[config.mk]
export PLATFORM = sky130hd
export DESIGN_NAME = evt_regif
export DESIGN_NICKNAME = d
export VERILOG_FILES = /design/src/rtl/evt_pkg.sv /design/src/rtl/evt_cnt_fsm.sv /design/src/rtl/evt_ch_bank.sv /design/src/rtl/evt_regif.sv
export SDC_FILE = /design/constraint.sdc
export NUM_CORES = 1
export LEC_CHECK = 0
export BUFFER_PORTS_ARGS = -buffer_cell sky130_fd_sc_hd__buf_4
export CAP_MARGIN = 20
export CORE_MARGIN = 2
export CORE_UTILIZATION = 35
export CTS_CLUSTER_DIAMETER = 60
export DETAILED_ROUTE_END_ITERATION = 12
export MAX_ROUTING_LAYER = met4
export PLACE_DENSITY = 0.64
export SETUP_SLACK_MARGIN = 0.05
export SLEW_MARGIN = 20
export SYNTH_ARGS = -nofsm -noshare
export SYNTH_HDL_FRONTEND = slang
export SYNTH_SLANG_ARGS = --single-unit
[constraint.sdc]
create_clock -name clk -period 6.3 [get_ports clk]
set_clock_uncertainty 0.2 [all_clocks]
set_input_delay 0.315 -clock clk [delete_from_list [all_inputs] [get_ports clk]]
set_output_delay 0.315 -clock clk [all_outputs]
set_load 0.1 [all_outputs]
[src/rtl/evt_pkg.sv]
package evt_pkg;

    localparam int ADDR_W = 10;

    typedef enum logic {
        CNT_HALT = 1'b0,
        CNT_RUN  = 1'b1
    } cnt_state_e;

    // global word offsets
    localparam logic [ADDR_W-1:0] OFF_CAP_LO  = 10'h000;
    localparam logic [ADDR_W-1:0] OFF_CAP_HI  = 10'h004;
    localparam logic [ADDR_W-1:0] OFF_GCFG    = 10'h010;
    localparam logic [ADDR_W-1:0] OFF_STS     = 10'h020;
    localparam logic [ADDR_W-1:0] OFF_CNT_LO  = 10'h0F0;
    localparam logic [ADDR_W-1:0] OFF_CNT_HI  = 10'h0F4;
    localparam logic [ADDR_W-1:0] CH_BASE     = 10'h100;

    // channel window: 32-byte stride
    localparam int               CH_STRIDE_LOG2 = 5;
    localparam int               IDX_W          = ADDR_W - CH_STRIDE_LOG2;
    localparam logic [IDX_W-1:0] CH_BASE_IDX    = IDX_W'(CH_BASE >> CH_STRIDE_LOG2);

    localparam logic [4:0] CHO_CFG_LO = 5'h00;
    localparam logic [4:0] CHO_CFG_HI = 5'h04;
    localparam logic [4:0] CHO_CMP_LO = 5'h08;
    localparam logic [4:0] CHO_CMP_HI = 5'h0C;
    localparam logic [4:0] CHO_RT_LO  = 5'h10;
    localparam logic [4:0] CHO_RT_HI  = 5'h14;

    localparam logic [31:0] CAP_BASE    = 32'h8086_A001;
    localparam int          CAP_NCH_LSB = 8;

    localparam int GCFG_EN_BIT  = 0;
    localparam int GCFG_LEG_BIT = 1;

    localparam logic [31:0] CHCFG_WMASK = 32'h0000_7FCE;
    localparam logic [31:0] CHCFG_RESET = 32'h0000_0030;

endpackage

[src/rtl/evt_cnt_fsm.sv]
module evt_cnt_fsm
    import evt_pkg::*;
(
    input  logic        clk,
    input  logic        rst_n,
    input  logic        en_wr,
    input  logic        en_val,
    input  logic        lo_wr,
    input  logic        hi_wr,
    input  logic [31:0] wdata,
    output logic [63:0] count,
    output logic        running
);

    cnt_state_e state_q, state_d;
    logic [63:0] count_q, count_d;

    // state register
    always_ff @(posedge clk) begin
        if (!rst_n) begin
            state_q <= CNT_HALT;
            count_q <= '0;
        end else begin
            state_q <= state_d;
            count_q <= count_d;
        end
    end

    // transitions and counter next value
    always_comb begin
        state_d = state_q;
        count_d = count_q;
        unique case (state_q)
            CNT_HALT: begin
                if (en_wr && en_val) state_d = CNT_RUN;   // go
            end
            CNT_RUN: begin
                count_d = count_q + 64'd1;
                if (en_wr && !en_val) state_d = CNT_HALT; // stop
            end
        endcase
        if (lo_wr) count_d[31:0]  = wdata;
        if (hi_wr) count_d[63:32] = wdata;
    end

    assign count   = count_q;
    assign running = (state_q == CNT_RUN);

endmodule

[src/rtl/evt_ch_bank.sv]
module evt_ch_bank
    import evt_pkg::*;
#(
    parameter logic [31:0] ROUTE_CAP = 32'h00F0_0000
) (
    input  logic        clk,
    input  logic        rst_n,
    input  logic        wr_sel,
    input  logic [4:0]  off,
    input  logic [31:0] wdata,
    output logic [31:0] cfg,
    output logic [63:0] cmp,
    output logic [63:0] route,
    output logic        cfg_wr,
    output logic        cmp_wr,
    output logic [31:0] rdata
);

    logic [31:0] cfg_q;
    logic [63:0] cmp_q, route_q;
    logic        cfg_wr_q, cmp_wr_q;

    always_ff @(posedge clk) begin
        if (!rst_n) begin
            cfg_q    <= CHCFG_RESET;
            cmp_q    <= '1;
            route_q  <= '0;
            cfg_wr_q <= 1'b0;
            cmp_wr_q <= 1'b0;
        end else begin
            cfg_wr_q <= 1'b0;
            cmp_wr_q <= 1'b0;
            if (wr_sel) begin
                case (off)
                    CHO_CFG_LO: begin
                        cfg_q    <= (cfg_q & ~CHCFG_WMASK) | (wdata & CHCFG_WMASK);
                        cfg_wr_q <= 1'b1;
                    end
                    CHO_CMP_LO: begin
                        cmp_q[31:0] <= wdata;
                        cmp_wr_q    <= 1'b1;
                    end
                    CHO_CMP_HI: begin
                        cmp_q[63:32] <= wdata;
                        cmp_wr_q     <= 1'b1;
                    end
                    CHO_RT_LO: route_q[31:0]  <= wdata;
                    CHO_RT_HI: route_q[63:32] <= wdata;
                    default: ;
                endcase
            end
        end
    end

    always_comb begin
        case (off)
            CHO_CFG_LO: rdata = cfg_q;
            CHO_CFG_HI: rdata = ROUTE_CAP;
            CHO_CMP_LO: rdata = cmp_q[31:0];
            CHO_CMP_HI: rdata = cmp_q[63:32];
            CHO_RT_LO:  rdata = route_q[31:0];
            CHO_RT_HI:  rdata = route_q[63:32];
            default:    rdata = '0;
        endcase
    end

    assign cfg    = cfg_q;
    assign cmp    = cmp_q;
    assign route  = route_q;
    assign cfg_wr = cfg_wr_q;
    assign cmp_wr = cmp_wr_q;

endmodule

[src/rtl/evt_regif.sv]
module evt_regif
    import evt_pkg::*;
#(
    parameter int          NUM_CH    = 3,
    parameter logic [31:0] TICK_FS   = 32'd10_000_000,
    parameter logic [31:0] ROUTE_CAP = 32'h00F0_0000
) (
    input  logic                 clk,
    input  logic                 rst_n,
    input  logic [ADDR_W-1:0]    bus_addr,
    input  logic                 bus_wr,
    input  logic                 bus_rd,
    input  logic [31:0]          bus_wdata,
    output logic [31:0]          bus_rdata,
    output logic                 bus_rvalid,
    input  logic [NUM_CH-1:0]    sts_set,
    output logic [NUM_CH-1:0]    sts_clr,
    output logic [63:0]          cnt_value,
    output logic                 glb_enable,
    output logic                 glb_legacy,
    output logic [NUM_CH*32-1:0] ch_cfg,
    output logic [NUM_CH*64-1:0] ch_cmp,
    output logic [NUM_CH*64-1:0] ch_route,
    output logic [NUM_CH-1:0]    ch_cfg_wr,
    output logic [NUM_CH-1:0]    ch_cmp_wr
);

    localparam logic [IDX_W-1:0] NCH_IDX = IDX_W'(NUM_CH);
    localparam logic [31:0]      CAP_LO  = CAP_BASE | (32'(NUM_CH - 1) << CAP_NCH_LSB);

    // decode
    logic             aligned, wr_ok, is_chan, in_range;
    logic [IDX_W-1:0] ch_idx;
    logic [4:0]       ch_off;

    assign aligned  = (bus_addr[1:0] == 2'b00);
    assign wr_ok    = bus_wr && aligned;
    assign is_chan  = (bus_addr >= CH_BASE);
    assign ch_idx   = bus_addr[ADDR_W-1:CH_STRIDE_LOG2] - CH_BASE_IDX;
    assign ch_off   = bus_addr[CH_STRIDE_LOG2-1:0];
    assign in_range = is_chan && (ch_idx < NCH_IDX);

    // counter and run/halt machine
    logic [63:0] count;
    logic        running;

    evt_cnt_fsm u_cnt (
        .clk     (clk),
        .rst_n   (rst_n),
        .en_wr   (wr_ok && bus_addr == OFF_GCFG),
        .en_val  (bus_wdata[GCFG_EN_BIT]),
        .lo_wr   (wr_ok && bus_addr == OFF_CNT_LO),
        .hi_wr   (wr_ok && bus_addr == OFF_CNT_HI),
        .wdata   (bus_wdata),
        .count   (count),
        .running (running)
    );

    // legacy bit and status
    logic              legacy_q;
    logic [NUM_CH-1:0] sts_q, clr_vec, sts_clr_q;

    assign clr_vec = (wr_ok && bus_addr == OFF_STS) ? bus_wdata[NUM_CH-1:0] : '0;

    always_ff @(posedge clk) begin
        if (!rst_n) begin
            legacy_q  <= 1'b0;
            sts_q     <= '0;
            sts_clr_q <= '0;
        end else begin
            if (wr_ok && bus_addr == OFF_GCFG) legacy_q <= bus_wdata[GCFG_LEG_BIT];
            sts_q     <= (sts_q & ~clr_vec) | sts_set;
            sts_clr_q <= clr_vec & sts_q & ~sts_set;
        end
    end

    // channel banks
    logic [31:0] ch_rd [NUM_CH];

    for (genvar g = 0; g < NUM_CH; g++) begin : g_ch
        logic sel;
        assign sel = wr_ok && in_range && (ch_idx == IDX_W'(g));
        evt_ch_bank #(.ROUTE_CAP(ROUTE_CAP)) u_bank (
            .clk    (clk),
            .rst_n  (rst_n),
            .wr_sel (sel),
            .off    (ch_off),
            .wdata  (bus_wdata),
            .cfg    (ch_cfg[g*32 +: 32]),
            .cmp    (ch_cmp[g*64 +: 64]),
            .route  (ch_route[g*64 +: 64]),
            .cfg_wr (ch_cfg_wr[g]),
            .cmp_wr (ch_cmp_wr[g]),
            .rdata  (ch_rd[g])
        );
    end

    // read path
    logic [31:0] rd_mux;
    logic [31:0] rdata_q;
    logic        rvalid_q;

    always_comb begin
        rd_mux = '0;
        if (is_chan) begin
            if (in_range) begin
                for (int i = 0; i < NUM_CH; i++) begin
                    if (ch_idx == IDX_W'(i)) rd_mux = ch_rd[i];
                end
            end
        end else begin
            case (bus_addr)
                OFF_CAP_LO: rd_mux = CAP_LO;
                OFF_CAP_HI: rd_mux = TICK_FS;
                OFF_GCFG:   rd_mux = {30'b0, legacy_q, running};
                OFF_STS:    rd_mux = 32'(sts_q);
                OFF_CNT_LO: rd_mux = count[31:0];
                OFF_CNT_HI: rd_mux = count[63:32];
                default:    rd_mux = '0;
            endcase
        end
        if (!aligned) rd_mux = '0;
    end

    always_ff @(posedge clk) begin
        if (!rst_n) begin
            rdata_q  <= '0;
            rvalid_q <= 1'b0;
        end else begin
            rvalid_q <= bus_rd;
            if (bus_rd) rdata_q <= rd_mux;
        end
    end

    assign bus_rdata  = rdata_q;
    assign bus_rvalid = rvalid_q;
    assign sts_clr    = sts_clr_q;
    assign cnt_value  = count;
    assign glb_enable = running;
    assign glb_legacy = legacy_q;

endmodule

==> results.sh, run 1 <==
export IMPL_holdCritStartpoint="rst_n"
export IMPL_fillCellCount=6867
export IMPL_r2r_worst_path_cells=6
export IMPL_cts_buffer_depth=3
export IMPL_tritoncts_num_buffers=67
export IMPL_holdWs_ns=0.0345
export IMPL_std_cell_core_area_mm2=0.0686
export IMPL_nets=3664
export IMPL_setup_violations_final=0
export IMPL_critPathKind="reg2reg"
export IMPL_cpMaxStageDelayCell="sky130_fd_sc_hd__nor4_1"
export IMPL_detail_route_antenna_nets=0
export IMPL_timing_hold_worst_class="in2reg"
export IMPL_route_vias_total=26167
export IMPL_netlist_top_cell_by_area="sky130_fd_sc_hd__dfxtp_1"
export IMPL_yosys_cell_count_top_type="sky130_fd_sc_hd__nand2_1"
export IMPL_crit_chain="nand4_1 -> nor4_1 -> nor3b_1 -> nand3_1 -> xor2_1 -> a21oi_1"
export IMPL_postSynth_asyncResetShare=0
export IMPL_timing_rr_end="u_cnt.count[58]$_SDFFE_PN0P_"
export IMPL_edff_count_synth=0
export IMPL_layout_worst_path_cycle_share=0.541
export IMPL_drt_pre_antenna_iters=6
export IMPL_syn_avg_cell_area_um2=7.66
export IMPL_drv_cap=0
export IMPL_floorplan_die_area_mm2=0.0713
export IMPL_path_depth=6
export IMPL_grt_total_usage=0.345
export IMPL_globalplace_congestion=0.985
export IMPL_grt_first_pass_wirelength_um=174000
export IMPL_synthDistinctLibCells=74
export IMPL_initial_drc_count=3679
export IMPL_number_of_remaining_drc_errors=0
export IMPL_layout_area_overhead_vs_synth_pct=29.0
export IMPL_synth_cells_most_frequent="956 x sky130_fd_sc_hd__nand2_1, 531 x sky130_fd_sc_hd__dfxtp_1, 353 x sky130_fd_sc_hd__a21oi_1"
export IMPL_multi_input_combinational_cell_area_mm2=0.0121
export IMPL_clock_tree_root_cell="sky130_fd_sc_hd__clkbuf_16"
export IMPL_regToRegSetupSlack_ns=2.89
export IMPL_critical_path_startpoint="u_cnt.count[28]$_SDFFE_PN0P_"
export IMPL_critical_path_startpoint_type="register"
export IMPL_dp_hpwl_um=89100
export IMPL_synthTopCellsByArea="sky130_fd_sc_hd__dfxtp_1 44%, sky130_fd_sc_hd__nand2_1 15%, sky130_fd_sc_hd__a21oi_1 7.3%"
export IMPL_drt_wl_total_um=125000
export IMPL_critical_path_max_stage_delay_ns=1.00
export IMPL_final_core_util=0.456
export IMPL_tightestPinTransition_ns=1.20
export IMPL_htree_levels=3
export IMPL_grt_start_max_net_pins=104
export IMPL_numPortBuffers=576
export IMPL_critical_path_peak_fanout=8
export IMPL_die_h_um=267
export IMPL_initial_core_utilization=0.353
export IMPL_dpl_cell_area_mm2=0.0287
export IMPL_drive_above_1_share=0.213
export IMPL_startpoint_of_the_lowest_slack_register_to_register_path="u_cnt.count[28]$_SDFFE_PN0P_"
export IMPL_ys_seq_area_frac=0.439
export IMPL_power_density_relative_to_cell_area_mw_per_mm2=246
export IMPL_timing_hold_violations_final=0
export IMPL_clk_pin_slew_worst_paths_ns=0.06
export IMPL_vdd_ir_drop_worst_mv=0.154
export IMPL_clock_tree_from_tritoncts="yes"
export IMPL_period_minus_slack_ns=3.41
export IMPL_cts_sinks=531
export IMPL_netlist_area_mm2=0.0242
export IMPL_yosysTopAreaCellShare=0.439
export IMPL_static_leakage_power_nw=12.5
export IMPL_fin_cells=4597
export IMPL_rsz_0062_raised_after_global_routing="false"
export IMPL_placed_cells_incl_taps=4434
export IMPL_maxSlewViolCount=0
export IMPL_critical_path_buf_inv_count=0
export IMPL_routed_via_density=5.69
export IMPL_io_pins=637
export IMPL_max_clock_freq_ghz=0.294
export IMPL_worst_ep_required_time_ns=6.56
export IMPL_critPathCapture="u_cnt.count[58]$_SDFFE_PN0P_"
export IMPL_arrival_ns=3.67
export IMPL_synth_main_ff_cell="sky130_fd_sc_hd__dfxtp_1"
export IMPL_synth_warnings=0
export IMPL_fin_area_mm2=0.0313
export IMPL_regArea_mm2=0.0106
export IMPL_slew_headroom=0.192
export IMPL_cell_rows=96
export IMPL_first_global_vias=23442
export IMPL_timing_critical_path_max_delay_family="simple AND/OR/NAND/NOR gates"
export IMPL_post_cts_buffers=0
export IMPL_wl_per_cell_um=27.2
export IMPL_synth_seq_cells=531
export IMPL_post_synth_inst_count=3164
export IMPL_grt_overflow_total=0
export IMPL_antenna_violations_before_repair=9
export IMPL_clock_insertion_delay_worst_skew_ns=0.61
export IMPL_run_status="completed"
export IMPL_setup_tns_ns=0
export IMPL_end_kind="register"
export IMPL_die_w_um=267
kinds of logic after synthesis:
logic type,share of synthesized area
buffers and inverters,0.0742
muxes,0.0399
AOI/OAI and AO/OA,0.167
DFF,0.439
and+or+nand+nor,0.254
adders and majority gates,0.00248
xor gates and xnor gates,0.0224
other,0.000310
repair_timing:
action                                 CTS  global route
endpoints found under the hold margin  487             0
gates resized for setup                  0             0
hold buffers                            39             0
routing by layer:
metal / up-vias / wire [um] / GRT usage
met3: 232 / 15500 / 0.0902
met2: 1745 / 55200 / 0.516
met4: 0 / 4270 / 0.111
met5: - / 0 / -
li1: 11643 / - / -
met1: 12547 / 50100 / 0.453
final cells by class:
| class | count | share of cell area |
|---|---|---|
| Tap cell | 931 | 0.0373 |
| Antenna cell | 7 | 0.000560 |
| Timing Repair Buffer | 665 | 0.164 |
| Multi-Input combinational cell | 2326 | 0.387 |
| Clock inverter | 21 | 0.00624 |
| Sequential cell | 531 | 0.340 |
| Inverter | 20 | 0.00264 |
| Clock buffer | 96 | 0.0630 |
how the worst min path moves through the flow:
stage,end,slack [ns],cells after the start
2_1_floorplan,sts_clr[0]$_SDFF_PN0_,0.19,1
3_3_place_gp,g_ch[0].u_bank.route[16]$_SDFFE_PN0P_,0.26,2
3_5_place_dp,g_ch[2].u_bank.route[43]$_SDFFE_PN0P_,0.26,2
4_1_cts,g_ch[2].u_bank.cmp_wr$_SDFF_PN0_,0.02,4
5_1_grt,g_ch[2].u_bank.cmp[29]$_SDFFE_PN1P_,0.04,2
6_report,u_cnt.count[47]$_SDFFE_PN0P_,0.03,3
flip-flops by register name, summed over array words and instances (netlist names):
register            count
bus_rvalid              1
g_ch.u_bank.route     192
g_ch.u_bank.cmp       192
u_cnt.count            64
sts_clr                 3
glb_legacy              1
bus_rdata              32
g_ch.u_bank.cfg        36
sts_q                   3
u_cnt.running           1
g_ch.u_bank.cfg_wr      3
g_ch.u_bank.cmp_wr      3
cell usage in the layout (no fill, tap or decap), types with 6 or more instances in the layout:
cell,instances
sky130_fd_sc_hd__or3_1,6
sky130_fd_sc_hd__nor2_1,84
sky130_fd_sc_hd__nor2_4,10
sky130_fd_sc_hd__inv_1,17
sky130_fd_sc_hd__clkbuf_16,70
sky130_fd_sc_hd__buf_4,622
sky130_fd_sc_hd__o22a_1,9
sky130_fd_sc_hd__mux2_2,12
sky130_fd_sc_hd__clkbuf_1,14
sky130_fd_sc_hd__diode_2,7
sky130_fd_sc_hd__nand2_1,954
sky130_fd_sc_hd__xnor2_1,30
sky130_fd_sc_hd__a22oi_1,61
sky130_fd_sc_hd__o22ai_1,15
sky130_fd_sc_hd__o21ai_0,85
sky130_fd_sc_hd__nand4_1,27
sky130_fd_sc_hd__xor2_1,32
sky130_fd_sc_hd__a21oi_1,353
sky130_fd_sc_hd__clkinv_2,9
sky130_fd_sc_hd__dfxtp_1,531
sky130_fd_sc_hd__nor3_1,34
sky130_fd_sc_hd__and4_1,9
sky130_fd_sc_hd__mux2i_1,83
sky130_fd_sc_hd__clkbuf_8,12
sky130_fd_sc_hd__a211oi_1,28
sky130_fd_sc_hd__a221oi_1,59
sky130_fd_sc_hd__nand3_1,235
sky130_fd_sc_hd__o211ai_1,30
sky130_fd_sc_hd__and3_1,10
sky130_fd_sc_hd__a31oi_1,16
sky130_fd_sc_hd__dlygate4sd3_1,39
sky130_fd_sc_hd__conb_1,60
report_power, final:
part           total, mW  internal [mW]  switching [mW]
clock               3.82           2.23            1.59
sequential          3.36           3.36         0.00222
combinational      0.519         0.0866           0.433
worst reg2reg max path, stage by stage (launching register included):
cell,delay (ns)
sky130_fd_sc_hd__dfxtp_1,0.51
sky130_fd_sc_hd__nand4_1,0.40
sky130_fd_sc_hd__nor4_1,1.00
sky130_fd_sc_hd__nor3b_1,0.66
sky130_fd_sc_hd__nand3_1,0.20
sky130_fd_sc_hd__xor2_1,0.21
sky130_fd_sc_hd__a21oi_1,0.09
stage by stage:
stage	total power [mW]	worst slack, ns
global placement	3.92	2.51
global route	7.87	2.76
CTS	7.71	3.01
detailed placement	3.92	2.46
floorplan	3.80	3.30
finish	7.70	2.89
No activity file was read; power rests on OpenSTA's default activity.
==> run 2: changes to the inputs <==
==> constraint.sdc (replaced) <==
create_clock -name clk -period 3.4 [get_ports clk]
set_clock_uncertainty 0.2 [all_clocks]
set_input_delay 0.17 -clock clk [delete_from_list [all_inputs] [get_ports clk]]
set_output_delay 0.17 -clock clk [all_outputs]
set_load 0.1 [all_outputs]
==> results.sh, run 2 (synthesis gave the netlist of run 1 again) <==
export IMPL_drt_pre_antenna_iters=7
export IMPL_std_cell_core_area_mm2=0.0686
export IMPL_clock_tree_root_cell="sky130_fd_sc_hd__clkbuf_16"
export IMPL_drv_cap=0
export IMPL_static_leakage_power_nw=13.1
export IMPL_layout_area_overhead_vs_synth_pct=33.1
export IMPL_tritoncts_num_buffers=66
export IMPL_worst_ep_required_time_ns=3.72
export IMPL_layout_worst_path_cycle_share=0.885
export IMPL_wl_per_cell_um=26.9
export IMPL_routed_via_density=5.71
export IMPL_first_global_vias=24183
export IMPL_cts_sinks=531
export IMPL_period_minus_slack_ns=3.01
export IMPL_arrival_ns=3.33
export IMPL_run_status="completed"
export IMPL_nets=3747
export IMPL_holdWs_ns=0.0207
export IMPL_grt_overflow_total=0
export IMPL_route_vias_total=26727
export IMPL_most_common_cell_after_layout_fill_and_taps_aside="sky130_fd_sc_hd__nand2_1"
export IMPL_globalplace_congestion=0.994
export IMPL_rsz_0062_raised_after_global_routing="false"
export IMPL_globalRouteMet3Util=0.0921
export IMPL_initial_core_utilization=0.353
export IMPL_timing_hold_worst_class="in2reg"
export IMPL_hold_critical_path_depth=4
export IMPL_most_common_layout_cells="955 x sky130_fd_sc_hd__nand2_1, 684 x sky130_fd_sc_hd__buf_4, 531 x sky130_fd_sc_hd__dfxtp_1"
export IMPL_clock_tree_from_tritoncts="yes"
export IMPL_vdd_ir_drop_worst_mv=0.315
export IMPL_htree_levels=3
export IMPL_peak_usage_layer_in_the_global_routing_report="met2"
export IMPL_die_w_um=267
export IMPL_grt_start_max_net_pins=143
export IMPL_detail_route_antenna_nets=0
export IMPL_clock_insertion_delay_worst_skew_ns=0.62
export IMPL_gr_usage_met2=0.511
export IMPL_io_pins=637
export IMPL_die_h_um=267
export IMPL_timing_hold_violations_final=0
export IMPL_setup_tns_ns=0
export IMPL_initial_drc_count=3587
export IMPL_drive_above_1_share=0.231
export IMPL_grt_first_pass_wirelength_um=175000
export IMPL_grt_use_met1=0.451
export IMPL_fillCellCount=6752
export IMPL_cts_buffer_depth=3
export IMPL_dp_hpwl_um=89500
export IMPL_maxSlewViolCount=0
export IMPL_drt_wl_total_um=126000
export IMPL_critPathKind="in2reg"
export IMPL_end_kind="register"
export IMPL_number_of_remaining_drc_errors=0
export IMPL_power_density_relative_to_cell_area_mw_per_mm2=460
export IMPL_r2r_worst_path_cells=6
export IMPL_setup_violations_final=0
export IMPL_slew_headroom=0.253
export IMPL_numPortBuffers=576
export IMPL_floorplan_die_area_mm2=0.0713
export IMPL_max_clock_freq_ghz=0.332
export IMPL_tightestPinTransition_ns=1.11
export IMPL_critical_path_startpoint_type="input pin"
export IMPL_grt_total_usage=0.347
export IMPL_critical_path_peak_fanout=25
export IMPL_antenna_violations_before_repair=5
export IMPL_clk_pin_slew_worst_paths_ns=0.06
export IMPL_post_cts_buffers=0
export IMPL_cell_rows=96
==> run 2: cell count changes in the layout (fill, tap and decap cells not counted), sizes merged <==
cell / previous run / this run
buf: 626 / 704
bufinv: 1 / 8
clkbuf: 96 / 87
clkinv: 16 / 15
clkinvlp: 3 / 4
diode: 7 / 5
dlygate4sd3: 39 / 45
inv: 21 / 26
==> run 2: worst paths after layout <==
| check | startpoint | endpoint | slack, ns |
|---|---|---|---|
| max | bus_addr[3] | bus_rdata[13]$_SDFFE_PN0P_ | 0.39 |
| min | bus_addr[6] | bus_rdata[1]$_SDFFE_PN0P_ | 0.02 |
| max reg2reg | u_cnt.count[28]$_SDFFE_PN0P_ | u_cnt.count[43]$_SDFFE_PN0P_ | 0.59 |
| min reg2reg | g_ch[2].u_bank.route[45]$_SDFFE_PN0P_ | g_ch[2].u_bank.route[45]$_SDFFE_PN0P_ | 0.27 |
==> run 2: power breakdown <==
| group | leakage, nW | internal (mW) | total (mW) | switching [mW] |
|---|---|---|---|---|
| sequential | 4.28 | 6.22 | 6.23 | 0.00365 |
| clock | 1.14 | 4.59 | 7.57 | 2.98 |
| combinational | 7.64 | 0.188 | 1.02 | 0.829 |
==> run 2: cell type report <==
type / count / area (um^2) / area share
Multi-Input combinational cell: 2326 / 12100 / 0.374
Sequential cell: 531 / 10600 / 0.330
Timing Repair Buffer: 749 / 5970 / 0.185
Clock buffer: 87 / 1900 / 0.0590
Tap cell: 931 / 1160 / 0.0361
Clock inverter: 33 / 418 / 0.0130
Inverter: 20 / 82.6 / 0.00256
Antenna cell: 5 / 12.5 / 0.000388
==> run 2: per-layer routing <==
layer	routed length (um)	share of wire	vias up
li1	-	-	11806
met1	50200	0.40	12806
met2	54800	0.43	1810
met3	15300	0.12	305
met4	5730	0.046	0
met5	0	0	-
==> run 2: repair_timing <==
action,4_1_cts,5_1_grt
hold buffers,45,0
gates resized for setup,0,0
endpoints found under the hold margin,501,0
==> run 2: per-stage QoR <==
stage / utilization / std cells / instance area (um^2) / setup slack [ns] / total power [mW]
2_1_floorplan: - / 3222 / 24400 / 0.397 / 7.05
3_3_place_gp: 0.430 / 4512 / 29500 / 0.504 / 7.31
3_5_place_dp: 0.430 / 4512 / 29500 / 0.485 / 7.31
4_1_cts: 0.470 / 4677 / 32200 / 0.502 / 14.9
5_1_grt: 0.470 / 4681 / 32200 / 0.331 / 15.1
6_report: 0.470 / 4682 / 32200 / 0.390 / 14.8
==> run 2: worst max-delay path: stages <==
cell and delay, ns:
sky130_fd_sc_hd__dlygate4sd3_1 0.57, sky130_fd_sc_hd__buf_4 0.30, sky130_fd_sc_hd__or4b_1 0.62, sky130_fd_sc_hd__nor2_4 0.21, sky130_fd_sc_hd__buf_12 0.21, sky130_fd_sc_hd__a221oi_1 0.12, sky130_fd_sc_hd__a21oi_1 0.47, sky130_fd_sc_hd__o21ai_0 0.34
sky130_fd_sc_hd__buf_4 0.22, sky130_fd_sc_hd__o211ai_1 0.06
